$ cat config.mk
export PLATFORM = sky130hd
export DESIGN_NAME = spec_commit_cache
export DESIGN_NICKNAME = d
export VERILOG_FILES = /design/src/rtl/scc_pkg.sv /design/src/rtl/scc_write_buffer.sv /design/src/rtl/scc_read_tracker.sv /design/src/rtl/spec_commit_cache.sv
export SDC_FILE = /design/constraint.sdc
export NUM_CORES = 1
export LEC_CHECK = 0
export BUFFER_PORTS_ARGS = -buffer_cell sky130_fd_sc_hd__buf_2
export CORE_MARGIN = 2
export CORE_UTILIZATION = 38
export CTS_CLUSTER_DIAMETER = 200
export DETAILED_ROUTE_END_ITERATION = 8
export GPL_TIMING_DRIVEN = 0
export PLACE_DENSITY = 0.53
export SLEW_MARGIN = 40
export SYNTH_ARGS = -nofsm -noshare
export SYNTH_HDL_FRONTEND = slang
export SYNTH_SLANG_ARGS = --single-unit
export TNS_END_PERCENT = 5
$ cat constraint.sdc
create_clock -name clk -period 5.6 [get_ports clk]
set_input_delay 0.28 -clock clk [delete_from_list [all_inputs] [get_ports clk]]
set_output_delay 0.28 -clock clk [all_outputs]
set_load 0.03 [all_outputs]
$ cat src/rtl/scc_pkg.sv
// Shared types for the speculative commit cache.
package scc_pkg;
    // Control states of the block: idle, waiting for memory fill, draining.
    typedef enum logic [1:0] {
        ST_IDLE  = 2'd0,
        ST_FETCH = 2'd1,
        ST_DRAIN = 2'd2
    } scc_state_e;
endpackage

$ cat src/rtl/scc_write_buffer.sv
// Private write buffer: fully associative, word-addressed.
// Stores allocate the lowest free entry, or overwrite a matching one.
// The drain side always presents the lowest valid entry as head.
// Assumes store_en and pop_en are never high together.
module scc_write_buffer #(
    parameter int DEPTH  = 8,
    parameter int ADDR_W = 16,
    parameter int DATA_W = 32
) (
    input  logic              clk,
    input  logic              rst_n,
    input  logic              clear_all,
    input  logic [ADDR_W-1:0] probe_addr,
    input  logic              store_en,
    input  logic [DATA_W-1:0] store_data,
    output logic              hit,
    output logic [DATA_W-1:0] hit_data,
    output logic              full,
    input  logic              pop_en,
    output logic              any_valid,
    output logic [ADDR_W-1:0] head_addr,
    output logic [DATA_W-1:0] head_data
);
    localparam int IDX_W = (DEPTH > 1) ? $clog2(DEPTH) : 1;

    logic [DEPTH-1:0]  valid_q;
    logic [ADDR_W-1:0] addr_q [DEPTH];
    logic [DATA_W-1:0] data_q [DEPTH];
    logic [DEPTH-1:0]  match;
    logic [IDX_W-1:0]  hit_idx, free_idx, head_idx;

    // One comparator per entry against the processor address.
    for (genvar g = 0; g < DEPTH; g++) begin : g_cmp
        assign match[g] = valid_q[g] && (addr_q[g] == probe_addr);
    end

    // Lowest-index pick of the hit, free and head entries.
    always_comb begin
        hit_idx  = '0;
        free_idx = '0;
        head_idx = '0;
        for (int i = DEPTH - 1; i >= 0; i--) begin
            if (match[i])    hit_idx  = IDX_W'(i);
            if (!valid_q[i]) free_idx = IDX_W'(i);
            if (valid_q[i])  head_idx = IDX_W'(i);
        end
    end

    assign hit       = |match;
    assign full      = &valid_q;
    assign any_valid = |valid_q;
    assign hit_data  = data_q[hit_idx];
    assign head_addr = addr_q[head_idx];
    assign head_data = data_q[head_idx];

    // Valid bits: allocate on new store, drop on drain pop, clear in bulk.
    always_ff @(posedge clk) begin
        if (!rst_n || clear_all) begin
            valid_q <= '0;
        end else begin
            if (store_en && !hit && !full) valid_q[free_idx] <= 1'b1;
            if (pop_en)                    valid_q[head_idx] <= 1'b0;
        end
    end

    // Address and data payload: overwrite on hit, fill on allocation.
    always_ff @(posedge clk) begin
        if (store_en) begin
            if (hit) begin
                data_q[hit_idx] <= store_data;
            end else if (!full) begin
                addr_q[free_idx] <= probe_addr;
                data_q[free_idx] <= store_data;
            end
        end
    end

    // the drain never pops an empty buffer.
    assert_pop_needs_entry_R7: assert property (@(posedge clk) disable iff (!rst_n)
        pop_en |-> any_valid);
endmodule

$ cat src/rtl/scc_read_tracker.sv
// Read-tracking set: remembers addresses loaded from memory (depends state)
// and flags a snoop that hits one of them, or the address being filled
// in the same cycle.
// Assumes the caller only inserts when the set has room or already holds the address.
module scc_read_tracker #(
    parameter int DEPTH  = 8,
    parameter int ADDR_W = 16
) (
    input  logic              clk,
    input  logic              rst_n,
    input  logic              clear_all,
    input  logic [ADDR_W-1:0] probe_addr,
    output logic              probe_hit,
    output logic              full,
    input  logic              ins_en,
    input  logic [ADDR_W-1:0] ins_addr,
    input  logic              snoop_en,
    input  logic [ADDR_W-1:0] snoop_addr,
    output logic              snoop_hit
);
    localparam int IDX_W = (DEPTH > 1) ? $clog2(DEPTH) : 1;

    logic [DEPTH-1:0]  valid_q;
    logic [ADDR_W-1:0] addr_q [DEPTH];
    logic [DEPTH-1:0]  m_probe, m_ins, m_snp;
    logic [IDX_W-1:0]  free_idx;
    logic              do_alloc;

    // Three comparators per entry: processor probe, fill address, snoop address.
    for (genvar g = 0; g < DEPTH; g++) begin : g_cmp
        assign m_probe[g] = valid_q[g] && (addr_q[g] == probe_addr);
        assign m_ins[g]   = valid_q[g] && (addr_q[g] == ins_addr);
        assign m_snp[g]   = valid_q[g] && (addr_q[g] == snoop_addr);
    end

    // Lowest free entry for a new tracked address.
    always_comb begin
        free_idx = '0;
        for (int i = DEPTH - 1; i >= 0; i--) begin
            if (!valid_q[i]) free_idx = IDX_W'(i);
        end
    end

    assign probe_hit = |m_probe;
    assign full      = &valid_q;
    assign do_alloc  = ins_en && !(|m_ins) && !full;
    assign snoop_hit = snoop_en && ((|m_snp) || (ins_en && (ins_addr == snoop_addr)));

    // Valid bits: set on new fill, cleared in bulk.
    always_ff @(posedge clk) begin
        if (!rst_n || clear_all) valid_q <= '0;
        else if (do_alloc)       valid_q[free_idx] <= 1'b1;
    end

    // Tracked address store.
    always_ff @(posedge clk) begin
        if (do_alloc) addr_q[free_idx] <= ins_addr;
    end

    // a fill of an untracked address adds exactly one entry.
    assert_fill_tracks_R4: assert property (@(posedge clk) disable iff (!rst_n)
        (ins_en && !(|m_ins) && !full && !clear_all)
            |=> ($countones(valid_q) == $past($countones(valid_q)) + 1));
endmodule

$ cat src/rtl/spec_commit_cache.sv
// Speculative block commit cache: top level.
// Buffers the block's stores privately and tracks its memory reads.
// Drains the buffer onto the shared write bus when granted the commit turn.
// Raises a violation when a foreign committing write hits a tracked read.
// Assumes one outstanding processor request at a time, and that the
// processor does not raise commit_req while it has a request in flight.
module spec_commit_cache #(
    parameter int          ADDR_W     = 16,
    parameter int          DATA_W     = 32,
    parameter int          WB_ENTRIES = 8,
    parameter int          RT_ENTRIES = 8,
    parameter int          ID_W       = 2,
    parameter logic [ID_W-1:0] SELF_ID = 1
) (
    input  logic              clk,
    input  logic              rst_n,
    input  logic              proc_req_valid,
    input  logic              proc_req_we,
    input  logic [ADDR_W-1:0] proc_req_addr,
    input  logic [DATA_W-1:0] proc_req_wdata,
    output logic              proc_req_ready,
    output logic              proc_rsp_valid,
    output logic [DATA_W-1:0] proc_rsp_rdata,
    output logic              overflow,
    output logic              mem_rd_req,
    output logic [ADDR_W-1:0] mem_rd_addr,
    input  logic              mem_rd_ack,
    input  logic [DATA_W-1:0] mem_rd_data,
    output logic              bus_wr_valid,
    output logic [ADDR_W-1:0] bus_wr_addr,
    output logic [DATA_W-1:0] bus_wr_data,
    output logic [ID_W-1:0]   bus_wr_id,
    input  logic              bus_ready,
    input  logic              snoop_valid,
    input  logic [ADDR_W-1:0] snoop_addr,
    input  logic [ID_W-1:0]   snoop_id,
    input  logic              commit_req,
    input  logic              commit_grant,
    output logic              commit_done,
    input  logic              abort_req,
    output logic              abort_done,
    output logic              violation
);
    import scc_pkg::*;

    scc_state_e        state_q;
    logic [ADDR_W-1:0] fetch_addr_q;
    logic              rsp_valid_q, viol_q, cdone_q, adone_q;
    logic [DATA_W-1:0] rsp_data_q;

    logic              wb_hit, wb_full, wb_any, wb_store, wb_pop;
    logic [DATA_W-1:0] wb_hit_data;
    logic              rt_probe_hit, rt_full, rt_snoop_hit;
    logic              idle, blocked, accept, fill, finish, clear_all, foreign;

    // Request admission: a store needs a slot, a load miss needs a tracking slot.
    always_comb begin
        idle     = (state_q == ST_IDLE);
        blocked  = proc_req_we ? (!wb_hit && wb_full)
                               : (!wb_hit && !rt_probe_hit && rt_full);
        proc_req_ready = idle && !abort_req && !commit_req && !(proc_req_valid && blocked);
        overflow = idle && proc_req_valid && blocked;
        accept   = proc_req_valid && proc_req_ready;
        wb_store = accept && proc_req_we;
        fill     = (state_q == ST_FETCH) && mem_rd_ack && !abort_req;
        finish   = (state_q == ST_DRAIN) && !wb_any && !abort_req;
        clear_all = abort_req || finish;
        foreign  = snoop_valid && (snoop_id != SELF_ID);
    end

    scc_write_buffer #(
        .DEPTH (WB_ENTRIES),
        .ADDR_W(ADDR_W),
        .DATA_W(DATA_W)
    ) u_wbuf (
        .clk       (clk),
        .rst_n     (rst_n),
        .clear_all (clear_all),
        .probe_addr(proc_req_addr),
        .store_en  (wb_store),
        .store_data(proc_req_wdata),
        .hit       (wb_hit),
        .hit_data  (wb_hit_data),
        .full      (wb_full),
        .pop_en    (wb_pop),
        .any_valid (wb_any),
        .head_addr (bus_wr_addr),
        .head_data (bus_wr_data)
    );

    scc_read_tracker #(
        .DEPTH (RT_ENTRIES),
        .ADDR_W(ADDR_W)
    ) u_rtrk (
        .clk       (clk),
        .rst_n     (rst_n),
        .clear_all (clear_all),
        .probe_addr(proc_req_addr),
        .probe_hit (rt_probe_hit),
        .full      (rt_full),
        .ins_en    (fill),
        .ins_addr  (fetch_addr_q),
        .snoop_en  (foreign),
        .snoop_addr(snoop_addr),
        .snoop_hit (rt_snoop_hit)
    );

    // Bus side of the drain; a raised violation freezes it until abort.
    assign bus_wr_valid = (state_q == ST_DRAIN) && wb_any && !viol_q;
    assign wb_pop       = bus_wr_valid && bus_ready;
    assign bus_wr_id    = SELF_ID;
    assign mem_rd_req   = (state_q == ST_FETCH);
    assign mem_rd_addr  = fetch_addr_q;

    // Control sequencing between idle, memory fetch and commit drain.
    always_ff @(posedge clk) begin
        if (!rst_n || abort_req) begin
            state_q <= ST_IDLE;
        end else begin
            case (state_q)
                ST_IDLE: begin
                    if (commit_req && commit_grant && !viol_q)  state_q <= ST_DRAIN;
                    else if (accept && !proc_req_we && !wb_hit) state_q <= ST_FETCH;
                end
                ST_FETCH: if (mem_rd_ack) state_q <= ST_IDLE;
                ST_DRAIN: if (!wb_any)    state_q <= ST_IDLE;
                default:                  state_q <= ST_IDLE;
            endcase
        end
    end

    // Latch the address of a load that missed the write buffer.
    always_ff @(posedge clk) begin
        if (accept && !proc_req_we && !wb_hit) fetch_addr_q <= proc_req_addr;
    end

    // Load response: buffered data on hit, memory data on fill.
    always_ff @(posedge clk) begin
        if (!rst_n) begin
            rsp_valid_q <= 1'b0;
            rsp_data_q  <= '0;
        end else begin
            rsp_valid_q <= (accept && !proc_req_we && wb_hit) || fill;
            rsp_data_q  <= fill ? mem_rd_data : wb_hit_data;
        end
    end

    // Sticky dependency violation, cleared only by abort.
    always_ff @(posedge clk) begin
        if (!rst_n || abort_req) viol_q <= 1'b0;
        else if (rt_snoop_hit)   viol_q <= 1'b1;
    end

    // Completion pulses for commit and abort.
    always_ff @(posedge clk) begin
        if (!rst_n) begin
            cdone_q <= 1'b0;
            adone_q <= 1'b0;
        end else begin
            cdone_q <= finish;
            adone_q <= abort_req;
        end
    end

    assign proc_rsp_valid = rsp_valid_q;
    assign proc_rsp_rdata = rsp_data_q;
    assign violation      = viol_q;
    assign commit_done    = cdone_q;
    assign abort_done     = adone_q;

    // a stalled bus write keeps its word until taken (or a violation freezes it).
    assert_drain_hold_R7: assert property (@(posedge clk) disable iff (!rst_n)
        (bus_wr_valid && !bus_ready && !abort_req)
            |=> (violation || (bus_wr_valid && $stable(bus_wr_addr) && $stable(bus_wr_data))));

    // abort completes in one cycle with no violation and no bus write.
    assert_abort_done_R9: assert property (@(posedge clk) disable iff (!rst_n)
        abort_req |=> (abort_done && !violation && !bus_wr_valid));

    // a violation holds until an abort.
    assert_violation_sticky_R5: assert property (@(posedge clk) disable iff (!rst_n)
        (violation && !abort_req) |=> violation);

    // an acknowledged fill responds on the next cycle.
    assert_fill_responds_R4: assert property (@(posedge clk) disable iff (!rst_n)
        (mem_rd_req && mem_rd_ack && !abort_req) |=> proc_rsp_valid);

    // an overflowing request is never accepted.
    assert_no_overflow_accept_R10: assert property (@(posedge clk) disable iff (!rst_n)
        overflow |-> !proc_req_ready);
endmodule

# After elaboration in Yosys (flattened, before gate mapping)
# Memory sizes are Yosys's and may differ from the RTL's.
# Index checks and enable logic that the tools add are counted.
dict set report word_totals {
  register_bits 70
  mem_bits_rw 512
  output_inout_bits 106
  wordCells 213
  memories 3
}
dict set report op_classes {
  n_lt_le_gt_ge 6
  eq_ne 39
  n_mux 60
  n_bitwise 4
  reduce_logical 92
}
# memory words width read_ports rd_ports_with_merged_regs write_ports line_no
set memory_table {}
lappend memory_table {u_wbuf.data_q 8 32 2 0 1 scc_write_buffer.sv:28} ;# logic [DATA_W-1:0] data_q [DEPTH];
lappend memory_table {u_rtrk.addr_q 8 16 8 0 1 scc_read_tracker.sv:24} ;# logic [ADDR_W-1:0] addr_q [DEPTH];
lappend memory_table {u_wbuf.addr_q 8 16 9 0 1 scc_write_buffer.sv:27} ;# logic [ADDR_W-1:0] addr_q [DEPTH];
# op n
set ops {}
lappend ops {{== test 16 bit} 33}
lappend ops {{2-to-1 mux 3 bit} 33}
lappend ops {{logical AND 1 bit} 65}
lappend ops {{2-to-1 mux 32 bit} 2}
lappend ops {{OR reduction 8 bit} 5}
lappend ops {{OR reduction 32 bit} 1}
lappend ops {{2-to-1 mux 8 bit} 3}
lappend ops {{bitwise OR 8 bit} 2}
lappend ops {{AND reduction 8 bit} 2}
lappend ops {{2-to-1 mux 1 bit} 14}
lappend ops {{logical NOT 1 bit} 12}
lappend ops {{< comparator 3 x 4 -> 1 bit (second input constant)} 3}
lappend ops {{demux 1 bit (select 3 bit)} 3}
lappend ops {{>= comparator 3 x 1 -> 1 bit (second input constant)} 3}
lappend ops {{AND 8 bit} 1}
lappend ops {{2-to-1 mux 2 bit} 4}
lappend ops {{inverter 8 bit} 1}
lappend ops {{one-hot mux 2 bit (3 select lines)} 1}
lappend ops {{logical OR 1 bit} 5}
lappend ops {{!= test 2 x 1 -> 1 bit (second input constant)} 2}
lappend ops {{!= test 3 x 1 -> 1 bit (second input constant)} 1}
lappend ops {{AND reduction 3 bit} 1}
lappend ops {{== test 2 x 1 -> 1 bit (second input constant)} 1}
lappend ops {{== test 2 bit (second input constant)} 1}
lappend ops {{2 further kinds} 2}

# Longest topological paths before layout
# An unclocked memory read counts as a cell.
dict set report logic_depth {
  ltp_word 19
  ltp_mapped 12
  ltp_nobuf 8
}

# Cells and area by module
# Synthesis repeated with hierarchy kept, for this count alone.
dict set report hier_totals {
  cells_unflattened 2398
  hier_area_um2 30900.9
}
# module instances cells_per_inst area_per_inst_um2 seq_area_each_um2
set modules_own_cells {}
lappend modules_own_cells {scc_write_buffer 1 1374 19622.6 11691.2}
lappend modules_own_cells {scc_read_tracker 1 821 9227.6 4003.8}
lappend modules_own_cells {spec_commit_cache 1 203 2050.7 1241.2}

# Least setup slack after synthesis
# OpenSTA, ideal clock, no wires.
dict set report synth_timing {
  path_type {input to register}
  start {in proc_req_addr[10]}
  end {mem u_wbuf.data_q[2][0] (enable)}
  setup_time_ns 0.461
  arrival_time_ns 4.640
  t_required_ns 5.139
  setup_slack_ns 0.498
  stages 12
  path_buffers 4
  path_cell_list {buf_2 -> buf_2 -> xnor2_1 -> nand3_1 -> nor3_1 -> a211oi_1 -> o2111ai_1 -> and2_1 -> clkbuf_1 -> clkbuf_1 -> o211ai_1 -> nor3_1}
}
dict set report synth_between {
  elab_chain_len 16
  elab_cells_between_ends 62
  classes_between {eq/ne: 16; mux: 17; reduce/logical: 29}
}
# item line_no
set synth_lines {}
lappend synth_lines {{start, declared} spec_commit_cache.sv:19} ;# input logic [ADDR_W-1:0] proc_req_addr,
lappend synth_lines {{== test 16 bit (on tied branches)} {scc_write_buffer.sv:34, scc_read_tracker.sv:31}}
lappend synth_lines {{logical AND 1 bit (on tied branches)} {scc_write_buffer.sv:34, scc_read_tracker.sv:31}}
lappend synth_lines {{OR reduction 8 bit (on tied branches)} {scc_write_buffer.sv:49, scc_read_tracker.sv:44}}
lappend synth_lines {{logical NOT 1 bit (on tied branches)} {spec_commit_cache.sv:59, spec_commit_cache.sv:60}}
lappend synth_lines {{logical AND 1 bit (2 in a row)} spec_commit_cache.sv:60} ;# : (!wb_hit && !rt_probe_hit && rt_full);
lappend synth_lines {{2-to-1 mux 1 bit} spec_commit_cache.sv:59} ;# blocked = proc_req_we ? (!wb_hit && wb_full)
lappend synth_lines {{logical AND 1 bit} spec_commit_cache.sv:61} ;# proc_req_ready = idle && !abort_req && !commit_req && !(proc_req_valid && blocked);
lappend synth_lines {{logical NOT 1 bit} spec_commit_cache.sv:61}
lappend synth_lines {{logical AND 1 bit} spec_commit_cache.sv:61}
lappend synth_lines {{logical AND 1 bit} spec_commit_cache.sv:63} ;# accept = proc_req_valid && proc_req_ready;
lappend synth_lines {{logical AND 1 bit} spec_commit_cache.sv:64} ;# wb_store = accept && proc_req_we;
lappend synth_lines {{2-to-1 mux 1 bit} scc_write_buffer.sv:68} ;# if (store_en) begin
lappend synth_lines {{2-to-1 mux 1 bit (implied by the code)} scc_write_buffer.sv:73} ;# data_q[free_idx] <= store_data;
lappend synth_lines {{OR reduction 32 bit (no line)} n/a}
lappend synth_lines {{2-to-1 mux 3 bit (no line) / 2-to-1 mux 1 bit (equally long branches)} n/a}
lappend synth_lines {{end, declared} scc_write_buffer.sv:28}
# Parallel ways exist; a longest one is shown, timed or not.

# Worst setup path in the final report
dict set report layout_timing {
  start {in proc_req_addr[9]}
  end {mem u_wbuf.data_q[7][5] (enable)}
}
# The elaborated chain is that of the path after synthesis.

==> metrics <==
status finished, final reports clean; port bufs 195; Design Power 9.97 mW; Post-Synthesis Cells 2782; r2r endpoint u_wbuf.data_q[3][5]$_DFFE_PP_; fin crit share 99.3%; Hold Slack 28.3 ps; H-tree depth 3; max_cap viols 0; antenna violations before repair 5; R2R Path Start u_wbuf.addr_q[6][15]$_DFFE_PP_; layout cell share with drive strength beyond 1 15.6%; Setup WS pre-CTS -498 ps; CP required 5920 ps; fmax 180 MHz; ANT cells 0; Clock transition at path regs 50 ps; critical path peak fanout 10; root buf cell clkbuf_16; top area cells in the synthesized netlist edfxtp_1 52%, xor2_1 8.7%, xnor2_1 6.4%; worst hold path type in2reg; Post-Layout Cell Count 4291; syn_nets 2890; CTS tree yes; CP max stage delay 640 ps; sequential fraction of the synthesis area 55.0%; number of synthesized flops with an enable pin 528; worst setup margin 36.5 ps; Main synth FF type edfxtp_1; drt pass-1 iters 5; number of cells after detailed placement 4096; Ys Warns 0; top cell type's share of synthesized area 51.5%; IO Pins 214; worst slew pin tran 975 ps; first-pass GRT wire length 176000 µm; DRC 0; Setup Total Neg Slack 0 ps; clk buf depth 3; skew final 25.9 ps; RSZ-0062 raised after global routing no; Crit Path Class in2reg; Pwr Density 272 nW/µm²; WP data arrival 5880 ps; crit end category flop; die height 289 µm; drt wl/cell 29.4 µm; Core Region 80300 µm²; Final GP Congestion 0.969; Period minus WS final 5560 ps; Crit-path slowest cell nor3_2; vias in the first global route 25200; vias per inst 5.99; site row count 104; Cell Chain, Critical Path dlygate4sd3_1, buf_2, buf_4, buf_2, xor2_1, nor2_1, nand4_1, a211oi_1, o2111ai_1, clkbuf_1, nand2_1, buf_2, o221ai_1, nor3_2, buf_4, buf_4, buf_4; pin count of the biggest net entering global routing 17; critical path's most frequent cell buf_4; DP Wirelength 89500 µm; hold_sp proc_req_addr[7]; crit start category input port; number of buffers created by CTS 71; Cell variety after synth 64; WHS Path Cells 1; final setup vio count 0; final net count 3284; relative slew slack 35.0%; Lkg Pwr 12.4 nW; total gr overflow 0; Initial DRC Count 2796; worst skew pair latency 630 ps; via count 25700; async set-reset flop share out of synthesis 0%; Hold Path End u_wbuf.addr_q[2][7]$_DFFE_PP_; Post-CTS Setup Bufs 0; maximum VDD drop 0.226 mV; Initial Util 38.3%; max-slew violations 0; flops & latches, synth 582; mean post-synth cell area 11.1 µm²; filler cell count 7436; final hold vios 0; Worst R2R Path Depth 14; GRT Overall Usage 29.6%; flop2flop setup slack 310 ps; synthesized area 30800 µm²; Area Overhead vs Synth 19.0%; Die Wd 289 µm; Die ar. 83300 µm²; Clock Sinks 582; drt total wl 126000 µm; cell accounting for the most synthesized area edfxtp_1; final antenna-violating net count 0
per-layer routing:
layer / vias to the layer above / global-route usage (%) / routed length (µm)
li1: 11100 / - / -
met1: 12800 / 39.5 / 52100
met2: 1454 / 47.2 / 57500
met3: 323 / 5.85 / 11000
met4: 4 / 12.0 / 5490
met5: - / 0 / 29
area by class of cell:
class | instances | area, µm² | share of cell area, %
clock buffer | 96 | 2030 | 5.53
clock inverter | 32 | 275 | 0.751
timing repair buffer | 321 | 2050 | 5.61
buffer | 221 | 973 | 2.66
multi-input combinational | 1961 | 13000 | 35.4
inverter | 18 | 67.6 | 0.184
sequential | 582 | 16900 | 46.2
tap | 1060 | 1330 | 3.62
logic make-up after synthesis:
kind of cell | count (synthesis) | share of synthesized area (%)
other | 2 | 0.0244
AND/OR/NAND/NOR | 946 | 15.3
AO/OA/AOI/OAI | 482 | 11.2
flip-flops | 582 | 55.0
buffers and inverters | 239 | 3.29
XOR/XNOR | 531 | 15.1
flip-flops by register name, indices dropped and copies added, names as in the netlist:
name / flops
u_wbuf.valid_q: 8
u_rtrk.addr_q: 128
violation: 1
proc_rsp_rdata: 32
commit_done: 1
abort_done: 1
u_wbuf.addr_q: 128
u_wbuf.data_q: 256
proc_rsp_valid: 1
state_q: 2
u_rtrk.valid_q: 8
mem_rd_addr: 16
power by group:
part | switching (mW) | leakage (nW) | internal [mW] | total [mW]
combinational | 0.390 | 6.06 | 0.200 | 0.591
sequential | 0.0190 | 5.19 | 4.74 | 4.76
clock | 1.90 | 1.12 | 2.72 | 4.62
per-stage QoR:
step                      cell area (µm²)  utilization [%]
after global routing                36600             45.6
after global placement              33100             41.2
after floorplan                     30800                -
after CTS                           36600             45.6
final                               36600             45.6
after detailed placement            33600             41.9
timing repair:
action                     in CTS  in global routing
gates resized for setup         0                  2
hold buffers                   67                  0
hold endpoints to repair      293                  0
setup endpoints to repair       0                 30
critical path: cells and delay by family:
kind | cells | cell delay (ps)
buf+inv | 9 | 3030
simple gates | 4 | 1390
compound gates | 3 | 900
xor+xnor | 1 | 260
cells in the mapped netlist, types with 54 or more instances:
| cell type | n |
|---|---|
| clkbuf_1 | 153 |
| nand2_1 | 425 |
| edfxtp_1 | 528 |
| nor3_1 | 111 |
| or4_1 | 55 |
| a21oi_1 | 205 |
| xor2_1 | 306 |
| xnor2_1 | 224 |
| nor4_1 | 78 |
| dfxtp_1 | 54 |
| nand4_1 | 74 |
| a2111oi_0 | 64 |
| nand3_1 | 69 |
cell usage in the layout, fill, tap and decap left out, drive strengths merged, types with 19 or more instances in the layout:
master,synthesis,routed
edfxtp,528,528
nand2,425,425
buf,68,322
xor2,307,307
clkbuf,153,249
xnor2,224,224
a21oi,205,205
nor3,111,111
nor4,78,78
nand4,74,74
nand3,69,69
dlygate4sd3,0,67
a2111oi,64,64
or4,56,56
dfxtp,54,54
o211ai,36,36
a211oi,36,36
and3,34,34
o311ai,34,34
a211o,33,33
a22o,32,32
nor2,31,31
clkinv,0,22
inv,18,19
worst max path at each step:
stage / start / endpoint / slack (ps) / cells after the start
5_1_grt: proc_req_addr[9] / u_wbuf.data_q[3][5]$_DFFE_PP_ / 60 / 18
4_1_cts: proc_req_addr[9] / u_wbuf.data_q[2][8]$_DFFE_PP_ / 90 / 18
2_1_floorplan: proc_req_addr[10] / u_wbuf.data_q[2][0]$_DFFE_PP_ / 500 / 12
3_5_place_dp: proc_req_addr[15] / u_wbuf.data_q[2][6]$_DFFE_PP_ / -500 / 17
6_report: proc_req_addr[9] / u_wbuf.data_q[7][5]$_DFFE_PP_ / 40 / 17
3_3_place_gp: proc_req_addr[15] / u_wbuf.data_q[4][8]$_DFFE_PP_ / -4160 / 13
Power figures use the tool's default switching activity.
